File: src/rtl/pll_seq_pkg.sv
package pll_seq_pkg;

    typedef enum logic [2:0] {
        ST_IDLE,
        ST_ARM,
        ST_GP_STBY,
        ST_GP_RSTW,
        ST_CPU_BYP,
        ST_LOCK_WAIT
    } seq_state_e;

    typedef enum logic {
        SEQ_GP  = 1'b0,
        SEQ_CPU = 1'b1
    } seq_mode_e;

    typedef struct packed {
        logic fsm_en;
        logic standby;
        logic bypass_rel;
        logic rst_rel;
        logic branch_en;
        logic outctl;
    } pll_ctl_t;

    function automatic int unsigned max_of3(int unsigned a, int unsigned b, int unsigned c);
        int unsigned m;
        m = (a > b) ? a : b;
        return (m > c) ? m : c;
    endfunction

endpackage

File: src/rtl/pll_us_tick.sv
module pll_us_tick #(
    parameter int unsigned CYC_PER_US = 125
) (
    input  logic clk,
    input  logic rst,
    input  logic clr_i,
    output logic tick_o
);
    localparam int unsigned PW = (CYC_PER_US > 1) ? $clog2(CYC_PER_US) : 1;
    localparam logic [PW-1:0] LAST = PW'(CYC_PER_US - 1);

    logic [PW-1:0] pre_q;

    assign tick_o = (pre_q == LAST);

    always_ff @(posedge clk) begin
        if (rst || clr_i || tick_o) begin
            pre_q <= '0;
        end else begin
            pre_q <= pre_q + 1'b1;
        end
    end
endmodule

File: src/rtl/pll_us_timer.sv
module pll_us_timer #(
    parameter int unsigned CNT_W = 8
) (
    input  logic             clk,
    input  logic             rst,
    input  logic             load_i,
    input  logic [CNT_W-1:0] load_val_i,
    input  logic             tick_i,
    output logic             expired_o
);
    logic [CNT_W-1:0] cnt_q;

    assign expired_o = (cnt_q == '0);

    always_ff @(posedge clk) begin
        if (rst) begin
            cnt_q <= '0;
        end else if (load_i) begin
            cnt_q <= load_val_i;
        end else if (tick_i && !expired_o) begin
            cnt_q <= cnt_q - 1'b1;
        end
    end
endmodule

File: src/rtl/pll_bringup_seq.sv
module pll_bringup_seq
    import pll_seq_pkg::*;
#(
    parameter int unsigned CYC_PER_US = 125,
    parameter int unsigned GP_STBY_US = 1,
    parameter int unsigned GP_RST_US  = 10,
    parameter int unsigned CPU_BYP_US = 5,
    parameter int unsigned LOCK_US    = 100
) (
    input  logic clk,
    input  logic rst,
    input  logic start_i,
    input  logic mode_i,
    input  logic fsm_en_cfg_i,
    input  logic lock_i,
    output logic fsm_en_o,
    output logic standby_o,
    output logic bypass_rel_o,
    output logic rst_rel_o,
    output logic branch_en_o,
    output logic outctl_o,
    output logic done_o,
    output logic err_o
);
    localparam int unsigned MAX_US = max_of3(max_of3(GP_STBY_US, GP_RST_US, CPU_BYP_US), LOCK_US, 1);
    localparam int unsigned CNT_W  = $clog2(MAX_US + 1);

    seq_state_e       st_q;
    seq_mode_e        mode_q;
    pll_ctl_t         ctl_q;
    logic             done_q;
    logic             err_q;

    logic             tick;
    logic             expired;
    logic             load;
    logic [CNT_W-1:0] load_val;

    // Interval selection: each wait state is armed on the edge that leaves the prior step
    always_comb begin
        load     = 1'b0;
        load_val = '0;
        unique case (st_q)
            ST_ARM: begin
                load     = 1'b1;
                load_val = (mode_q == SEQ_CPU) ? CNT_W'(CPU_BYP_US) : CNT_W'(GP_STBY_US);
            end
            ST_GP_STBY: begin
                load     = expired;
                load_val = CNT_W'(GP_RST_US);
            end
            ST_GP_RSTW, ST_CPU_BYP: begin
                load     = expired;
                load_val = CNT_W'(LOCK_US);
            end
            default: ;
        endcase
    end

    pll_us_tick #(.CYC_PER_US(CYC_PER_US)) u_tick (
        .clk    (clk),
        .rst    (rst),
        .clr_i  (load),
        .tick_o (tick)
    );

    pll_us_timer #(.CNT_W(CNT_W)) u_timer (
        .clk        (clk),
        .rst        (rst),
        .load_i     (load),
        .load_val_i (load_val),
        .tick_i     (tick),
        .expired_o  (expired)
    );

    always_ff @(posedge clk) begin
        if (rst) begin
            st_q   <= ST_IDLE;
            mode_q <= SEQ_GP;
            ctl_q  <= '0;
            done_q <= 1'b0;
            err_q  <= 1'b0;
        end else begin
            unique case (st_q)
                ST_IDLE: begin
                    if (start_i) begin
                        ctl_q        <= '0;
                        ctl_q.fsm_en <= fsm_en_cfg_i;
                        done_q       <= 1'b0;
                        err_q        <= 1'b0;
                        mode_q       <= seq_mode_e'(mode_i);
                        st_q         <= ST_ARM;
                    end
                end
                ST_ARM: begin
                    if (mode_q == SEQ_CPU) begin
                        ctl_q.bypass_rel <= 1'b1;
                        st_q             <= ST_CPU_BYP;
                    end else begin
                        ctl_q.standby <= 1'b1;
                        st_q          <= ST_GP_STBY;
                    end
                end
                ST_GP_STBY: begin
                    if (expired) begin
                        ctl_q.rst_rel <= 1'b1;
                        st_q          <= ST_GP_RSTW;
                    end
                end
                ST_GP_RSTW: begin
                    if (expired) begin
                        ctl_q.branch_en <= 1'b1;
                        st_q            <= ST_LOCK_WAIT;
                    end
                end
                ST_CPU_BYP: begin
                    if (expired) begin
                        ctl_q.rst_rel <= 1'b1;
                        st_q          <= ST_LOCK_WAIT;
                    end
                end
                ST_LOCK_WAIT: begin
                    // lock takes precedence over a window closing in the same cycle
                    if (lock_i) begin
                        done_q <= 1'b1;
                        if (mode_q == SEQ_CPU) begin
                            ctl_q.outctl <= 1'b1;
                        end
                        st_q <= ST_IDLE;
                    end else if (expired) begin
                        err_q <= 1'b1;
                        st_q  <= ST_IDLE;
                    end
                end
                default: st_q <= ST_IDLE;
            endcase
        end
    end

    assign fsm_en_o     = ctl_q.fsm_en;
    assign standby_o    = ctl_q.standby;
    assign bypass_rel_o = ctl_q.bypass_rel;
    assign rst_rel_o    = ctl_q.rst_rel;
    assign branch_en_o  = ctl_q.branch_en;
    assign outctl_o     = ctl_q.outctl;
    assign done_o       = done_q;
    assign err_o        = err_q;
endmodule

File: config.mk
export PLATFORM = sky130hd
export DESIGN_NAME = pll_bringup_seq
export DESIGN_NICKNAME = d
export VERILOG_FILES = /design/src/rtl/pll_seq_pkg.sv /design/src/rtl/pll_us_tick.sv /design/src/rtl/pll_us_timer.sv /design/src/rtl/pll_bringup_seq.sv
export SDC_FILE = /design/constraint.sdc
export NUM_CORES = 1
export LEC_CHECK = 0
export CAP_MARGIN = 5
export CELL_PAD_IN_SITES_DETAIL_PLACEMENT = 1
export CELL_PAD_IN_SITES_GLOBAL_PLACEMENT = 2
export CORE_ASPECT_RATIO = 1.5
export CORE_MARGIN = 5
export CORE_UTILIZATION = 36
export DETAILED_ROUTE_END_ITERATION = 8
export GPL_TIMING_DRIVEN = 0
export PLACE_DENSITY_LB_ADDON = 0.1
export SETUP_SLACK_MARGIN = 0.02
export SLEW_MARGIN = 15
export SYNTH_ARGS = -nofsm -noshare
export SYNTH_HDL_FRONTEND = slang
export SYNTH_HIERARCHICAL = 1
export SYNTH_SLANG_ARGS = --single-unit
File: constraint.sdc
create_clock -name clk -period 5.39 [get_ports clk]
set_input_delay 1.078 -clock clk [delete_from_list [all_inputs] [get_ports clk]]
set_output_delay 1.078 -clock clk [all_outputs]
set_load 0.05 [all_outputs]
==> results.toml, run 1 <==
[sta]
period_share_pct = 48.9
setup_violations = 0
max_freq_mhz = 380
setup-tns-final_ns = 0
rsz0062_at_grt = "no"
relSlewSlack_pct = 57.5
drv_slew = 0
fin_skew_ns = 0.00948
hold_violations = 0
fin_crit_ns = 2.63
worst_slew_pin_slew_ns = 0.637
hold_slack_ns = 0.502

[pwr]
ir_drop_v = 0.000233
power_mw = 0.682
power_density_mw_per_mm2 = 417
leakagePower_nw = 0.560

[die]
die_width_um = 60.6
placementRows = 27
coreArea_mm2 = 0.00368
io_pins = 14
start_util_pct = 37.5
die_area_mm2 = 0.00520
die_h_um = 85.9

[placement]
gp_congestion = 0.811
io_buffers = 13
hpwl_mm = 2.61
post-place-cells = 217

[layout]
final_common_cell = "dfxtp_1"
fillers = 451
syn2layout_area_growth_pct = 18.5
fin_nets = 188
postLayoutCoreUtil_pct = 44.4
drive_gt1_share_pct = 12.4
fin_cells = 221
n_antenna_cell = 0
layout_common_cells = "26 x dfxtp_1, 22 x nor2_1, 13 x clkdlybuf4s50_1"

[drt]
antenna_left = 0
via_per_inst = 5.50
wl_mm = 3.45
vias = 1216
first_pass_iters = 4
drc_errors = 0
drt-initial-drc-count = 32
post_drt_wl_per_cell_um = 15.6

[critical_path]
worst_setup_path_end_kind = "register"
cp.required_ns = 5.57
cp.arrival_ns = 2.81
path_max_fanout = 9
worstSetupPathType = "register to register"
critPathLaunchType = "register"

[global_route]
grt.total_usage_pct = 14.8
grt_start_max_net_pins = 16
grt_pass1_wl_mm = 6.07
grt_pass1_vias = 1323
antenna_found_initial = 0
overflow = 0

[clocking]
postCtsHoldBufs = 0
cts_num_sinks = 26
post_cts_buffers = 0
root_buffer = "clkbuf_8"
cts_buffers = 3
cts_tree = "done"
clock_latency_ns = 0.28
cts.clk_slew.worst_paths_ns = 0.09
clockBufferDepth = 2
cts-resized-gates = 0
cts_max_level = 1

[hold_path]
hp-class = "register to register"

[synthesis]
synth_enable_flop_cells = 0
ys_types = 50
yosys_warnings = 6
synth_flop_cell = "dfxtp_1"
synth_fp_nets = 170
synth_cells = 161
synth-seq-cells = 26
avgSynthCellArea_um2 = 8.58
syn_area_mm2 = 0.00138
synthArstFlopShare_pct = 0
seq_area_frac_synth_pct = 37.7

[run]
max_cap_violations = 0

[status]
status = "completed"
[worst max-delay path, stage by stage, from the launching register on]
cell and delay [ns]:
dfxtp_1 0.34, inv_1 0.06, ha_1 0.18, nor4b_4 0.29
and2_1 0.41, mux2i_1 0.13, o22ai_1 0.52, inv_1 0.30
a311oi_1 0.30
[registers in the layout (all words and copies together), names as in the netlist]
name,cells
branch_en_o,1
bypass_rel_o,1
done_o,1
err_o,1
fsm_en_o,1
mode_q,1
outctl_o,1
rst_rel_o,1
st_q,3
standby_o,1
u_tick/pre_q,7
u_timer/cnt_q,7
[power by group]
group	internal (mW)	switching [mW]
Combinational	0.104	0.155
Sequential	0.221	0.0353
Clock	0.0995	0.0669
[cells in the mapped netlist (all sizes together) (2+ instances only)]
master  count  area (um2)
xnor2       2        17.5
nand3b      3        22.5
or4         3        23.8
inv        10        37.5
a31oi       2        12.5
o21a        2        15.0
nand2b      4        25.0
nand3       8        45.0
ha          3        37.5
nand2       5        18.8
nor3        6        30.0
dfxtp      26         521
a21oi       8        40.0
o32a        2        22.5
nor2b       3        21.3
mux2i       4        40.0
buf         5        26.3
nor4b       3        62.6
a311oi      2        23.8
xor2        2        17.5
or3b        2        17.5
nor2       22        82.6
o21ai      10        50.1
and2        3        18.8
a21boi      2        15.0
nor4        4        25.0
o31ai       2        15.0
[worst paths after layout]
path / start / endpoint / slack, ns / depth (start not counted)
hold / removal: u_tick/pre_q[0]$_SDFF_PP0_ / u_tick/pre_q[0]$_SDFF_PP0_ / 0.50 / 1
setup / recovery: u_timer/cnt_q[0]$_SDFFE_PP0P_ / u_timer/cnt_q[5]$_SDFFE_PP0P_ / 2.76 / 8
hold reg to reg: u_tick/pre_q[0]$_SDFF_PP0_ / u_tick/pre_q[0]$_SDFF_PP0_ / 0.50 / 1
setup reg to reg: u_timer/cnt_q[0]$_SDFFE_PP0P_ / u_timer/cnt_q[5]$_SDFFE_PP0P_ / 2.76 / 8
[logic make-up (layout without fill, tap and decap cells)]
| kind of cell | after synthesis | in the layout | share of synthesized area, % |
|---|---|---|---|
| compound gates | 36 | 36 | 17.5 |
| xor+xnor | 4 | 4 | 2.54 |
| fa+ha+maj | 3 | 3 | 2.72 |
| buf+inv | 16 | 33 | 4.89 |
| flops | 26 | 26 | 37.7 |
| mux | 5 | 5 | 3.71 |
| other cells | 1 | 1 | 0.271 |
| simple gates | 70 | 70 | 30.7 |
[final cells by class]
class	instances	area, um2	area share [%]
Buffer	6	30.0	1.83
Clock buffer	3	41.3	2.52
Clock inverter	1	30.0	1.83
Inverter	10	37.5	2.29
Multi-Input combinational cell	119	793	48.5
Sequential cell	26	520	31.8
Tap cell	43	53.8	3.29
Timing Repair Buffer	13	130	7.95
[routing by layer]
layer	wire length, um	track usage [%]	share of wire, %
met1	1530	19.1	44
met2	1760	24.5	51
met3	109	2.26	3.2
met4	46	5.13	1.3
met5	0	0	0
[stage by stage]
step | setup WS (ns) | area (um2)
6_report | 2.76 | 1640
3_5_place_dp | 2.74 | 1570
3_3_place_gp | 2.77 | 1570
4_1_cts | 2.71 | 1640
2_1_floorplan | 3.31 | 1380
5_1_grt | 2.49 | 1640
Power figures use the tool's default switching activity.
==> run 2, diff against run 1 <==
--- a/config.mk
+++ b/config.mk
@@ -10,7 +10,7 @@
 export CELL_PAD_IN_SITES_GLOBAL_PLACEMENT = 2
 export CORE_ASPECT_RATIO = 1.5
 export CORE_MARGIN = 5
-export CORE_UTILIZATION = 36
+export CORE_UTILIZATION = 30
 export DETAILED_ROUTE_END_ITERATION = 8
 export GPL_TIMING_DRIVEN = 0
 export PLACE_DENSITY_LB_ADDON = 0.1
==> constraint.sdc (replaced) <==
create_clock -name clk -period 2.4 [get_ports clk]
set_input_delay 0.48 -clock clk [delete_from_list [all_inputs] [get_ports clk]]
set_output_delay 0.48 -clock clk [all_outputs]
set_load 0.05 [all_outputs]
==> run 2 against run 1 <==
First-iteration DRC count increased by 94%. Global-route usage fell by 2.3 points. Cell area increased by 0.84%. Critical path depth increased by 1. Clock-buffer cell count up 1. Core utilization fell by 7.8 points. Critical path type unchanged.
==> results.toml, run 2 (synthesized netlist as in run 1, its figures left out) <==
[status]
status = "completed"

[layout]
syn2layout_area_growth_pct = 19.5
postLayoutCoreUtil_pct = 36.6
layout_common_cells = "26 x dfxtp_1, 22 x nor2_1, 13 x clkdlybuf4s50_1"
final_common_cell = "dfxtp_1"
design_area_mm2 = 0.00165
n_antenna_cell = 0
reg_top3 = "u_tick/pre_q x7, u_timer/cnt_q x7, st_q x3"
fillers = 539
fin_cells = 228
drive_gt1_share_pct = 14.4
fin_nets = 190

[sta]
setup_violations = 0
relSlewSlack_pct = 58.4
worst_slew_pin_slew_ns = 0.621
fin_crit_ns = 2.12
hold_violations = 0
max_freq_mhz = 472
setup-tns-final_ns = 0
setup_slack_ns = 0.283
fin_skew_ns = 0.00377
period_share_pct = 88.2
hold_slack_ns = 0.504
rsz0062_at_grt = "no"
drv_slew = 0

[global_route]
antenna_found_initial = 0
grt_start_max_net_pins = 15
overflow = 0
grt_pass1_wl_mm = 6.18
grt.total_usage_pct = 12.6
grt_pass1_vias = 1319

[placement]
post-place-cells = 222
gp_congestion = 0.762
placed_area_mm2 = 0.00157
place_ws_ns = -0.374
io_buffers = 13
hpwl_mm = 2.68

[die]
die_area_mm2 = 0.00609
start_util_pct = 30.7
die_width_um = 65.4
die_h_um = 93.1
io_pins = 14
coreArea_mm2 = 0.00450
placementRows = 30

[hold_path]
hp-class = "register to register"

[drt]
vias = 1232
antenna_left = 0
drc_errors = 0
drt-initial-drc-count = 62
first_pass_iters = 4
post_drt_wl_per_cell_um = 15.6
via_per_inst = 5.40
wl_mm = 3.57

[clocking]
cts_num_sinks = 26
cts_max_level = 1
cts_tree = "done"
root_buffer = "clkbuf_8"
clock_latency_ns = 0.27
postCtsHoldBufs = 0
clockBufferDepth = 2
cts.clk_slew.worst_paths_ns = 0.09
cts_buffers = 3

[critical_path]
cp.required_ns = 2.55
worst_setup_path_end_kind = "register"
critPathLaunchType = "register"
worstSetupPathType = "register to register"
cp.arrival_ns = 2.26
path_max_fanout = 9

[pwr]
leakagePower_nw = 0.566
ir_drop_v = 0.000288
power_mw = 1.51
power_density_mw_per_mm2 = 912

[run]
max_cap_violations = 0
-- run 2: changes by cell type in the layout (fill, tap and decap cells not counted), sizes merged --
cell,previous run,this run
clkbuf,4,5
buf,5,7
bufinv,1,0
-- run 2: final timing paths --
kind                                                    start                       endpoint  slack (ns)  cells after the start
worst max-delay path            u_timer/cnt_q[0]$_SDFFE_PP0P_  u_timer/cnt_q[0]$_SDFFE_PP0P_        0.28                      9
worst min-delay path               u_tick/pre_q[0]$_SDFF_PP0_     u_tick/pre_q[0]$_SDFF_PP0_        0.50                      1
worst max register to register  u_timer/cnt_q[0]$_SDFFE_PP0P_  u_timer/cnt_q[0]$_SDFFE_PP0P_        0.28                      9
worst min register to register     u_tick/pre_q[0]$_SDFF_PP0_     u_tick/pre_q[0]$_SDFF_PP0_        0.50                      1
-- run 2: worst max-delay path, cell delays in order (launching register included) --
cell      delay [ns]
dfxtp_1         0.34
inv_1           0.06
ha_1            0.18
nor4b_4         0.31
and2_4          0.28
mux2i_1         0.11
o22ai_2         0.26
inv_1           0.20
nor2_1          0.19
a211oi_1        0.07
-- run 2: repair_timing --
action,CTS,global route
gates resized for setup,2,2
gates cloned,0,0
endpoints found under the setup margin,13,6
pin swaps,1,0
buffers inserted,2,0
-- run 2: power by group --
| group | total [mW] | internal, mW | leakage (nW) | switching [mW] |
|---|---|---|---|---|
| sequential | 0.574 | 0.497 | 0.212 | 0.0772 |
| clock | 0.290 | 0.147 | 0.0288 | 0.144 |
| combinational | 0.641 | 0.273 | 0.326 | 0.368 |
-- run 2: layout make-up --
type                       instances  area (um2)  area share (%)
clock buffer                       4        55.1            3.34
multi-input combinational        119         802            48.6
buffer                             6        30.0            1.82
tap                               48        60.1            3.64
sequential                        26         520            31.5
inverter                          10        37.5            2.27
timing repair buffer              15         145            8.79
-- run 2: metal layers --
metal	vias to the layer above	GRT usage, %	wire length (um)
li1	616	-	-
met1	599	15.4	1600
met2	15	22.3	1850
met3	2	1.56	84
met4	0	4.15	26
met5	-	0	0
==> run 3, diff against run 2 <==
--- a/config.mk
+++ b/config.mk
@@ -11,6 +11,7 @@
 export CORE_ASPECT_RATIO = 1.5
 export CORE_MARGIN = 5
 export CORE_UTILIZATION = 30
+export CTS_CLUSTER_DIAMETER = 80
 export DETAILED_ROUTE_END_ITERATION = 8
 export GPL_TIMING_DRIVEN = 0
 export PLACE_DENSITY_LB_ADDON = 0.1
==> results of run 3 <==
No change in the layout: final DEF, timing and power equal those of run 2.
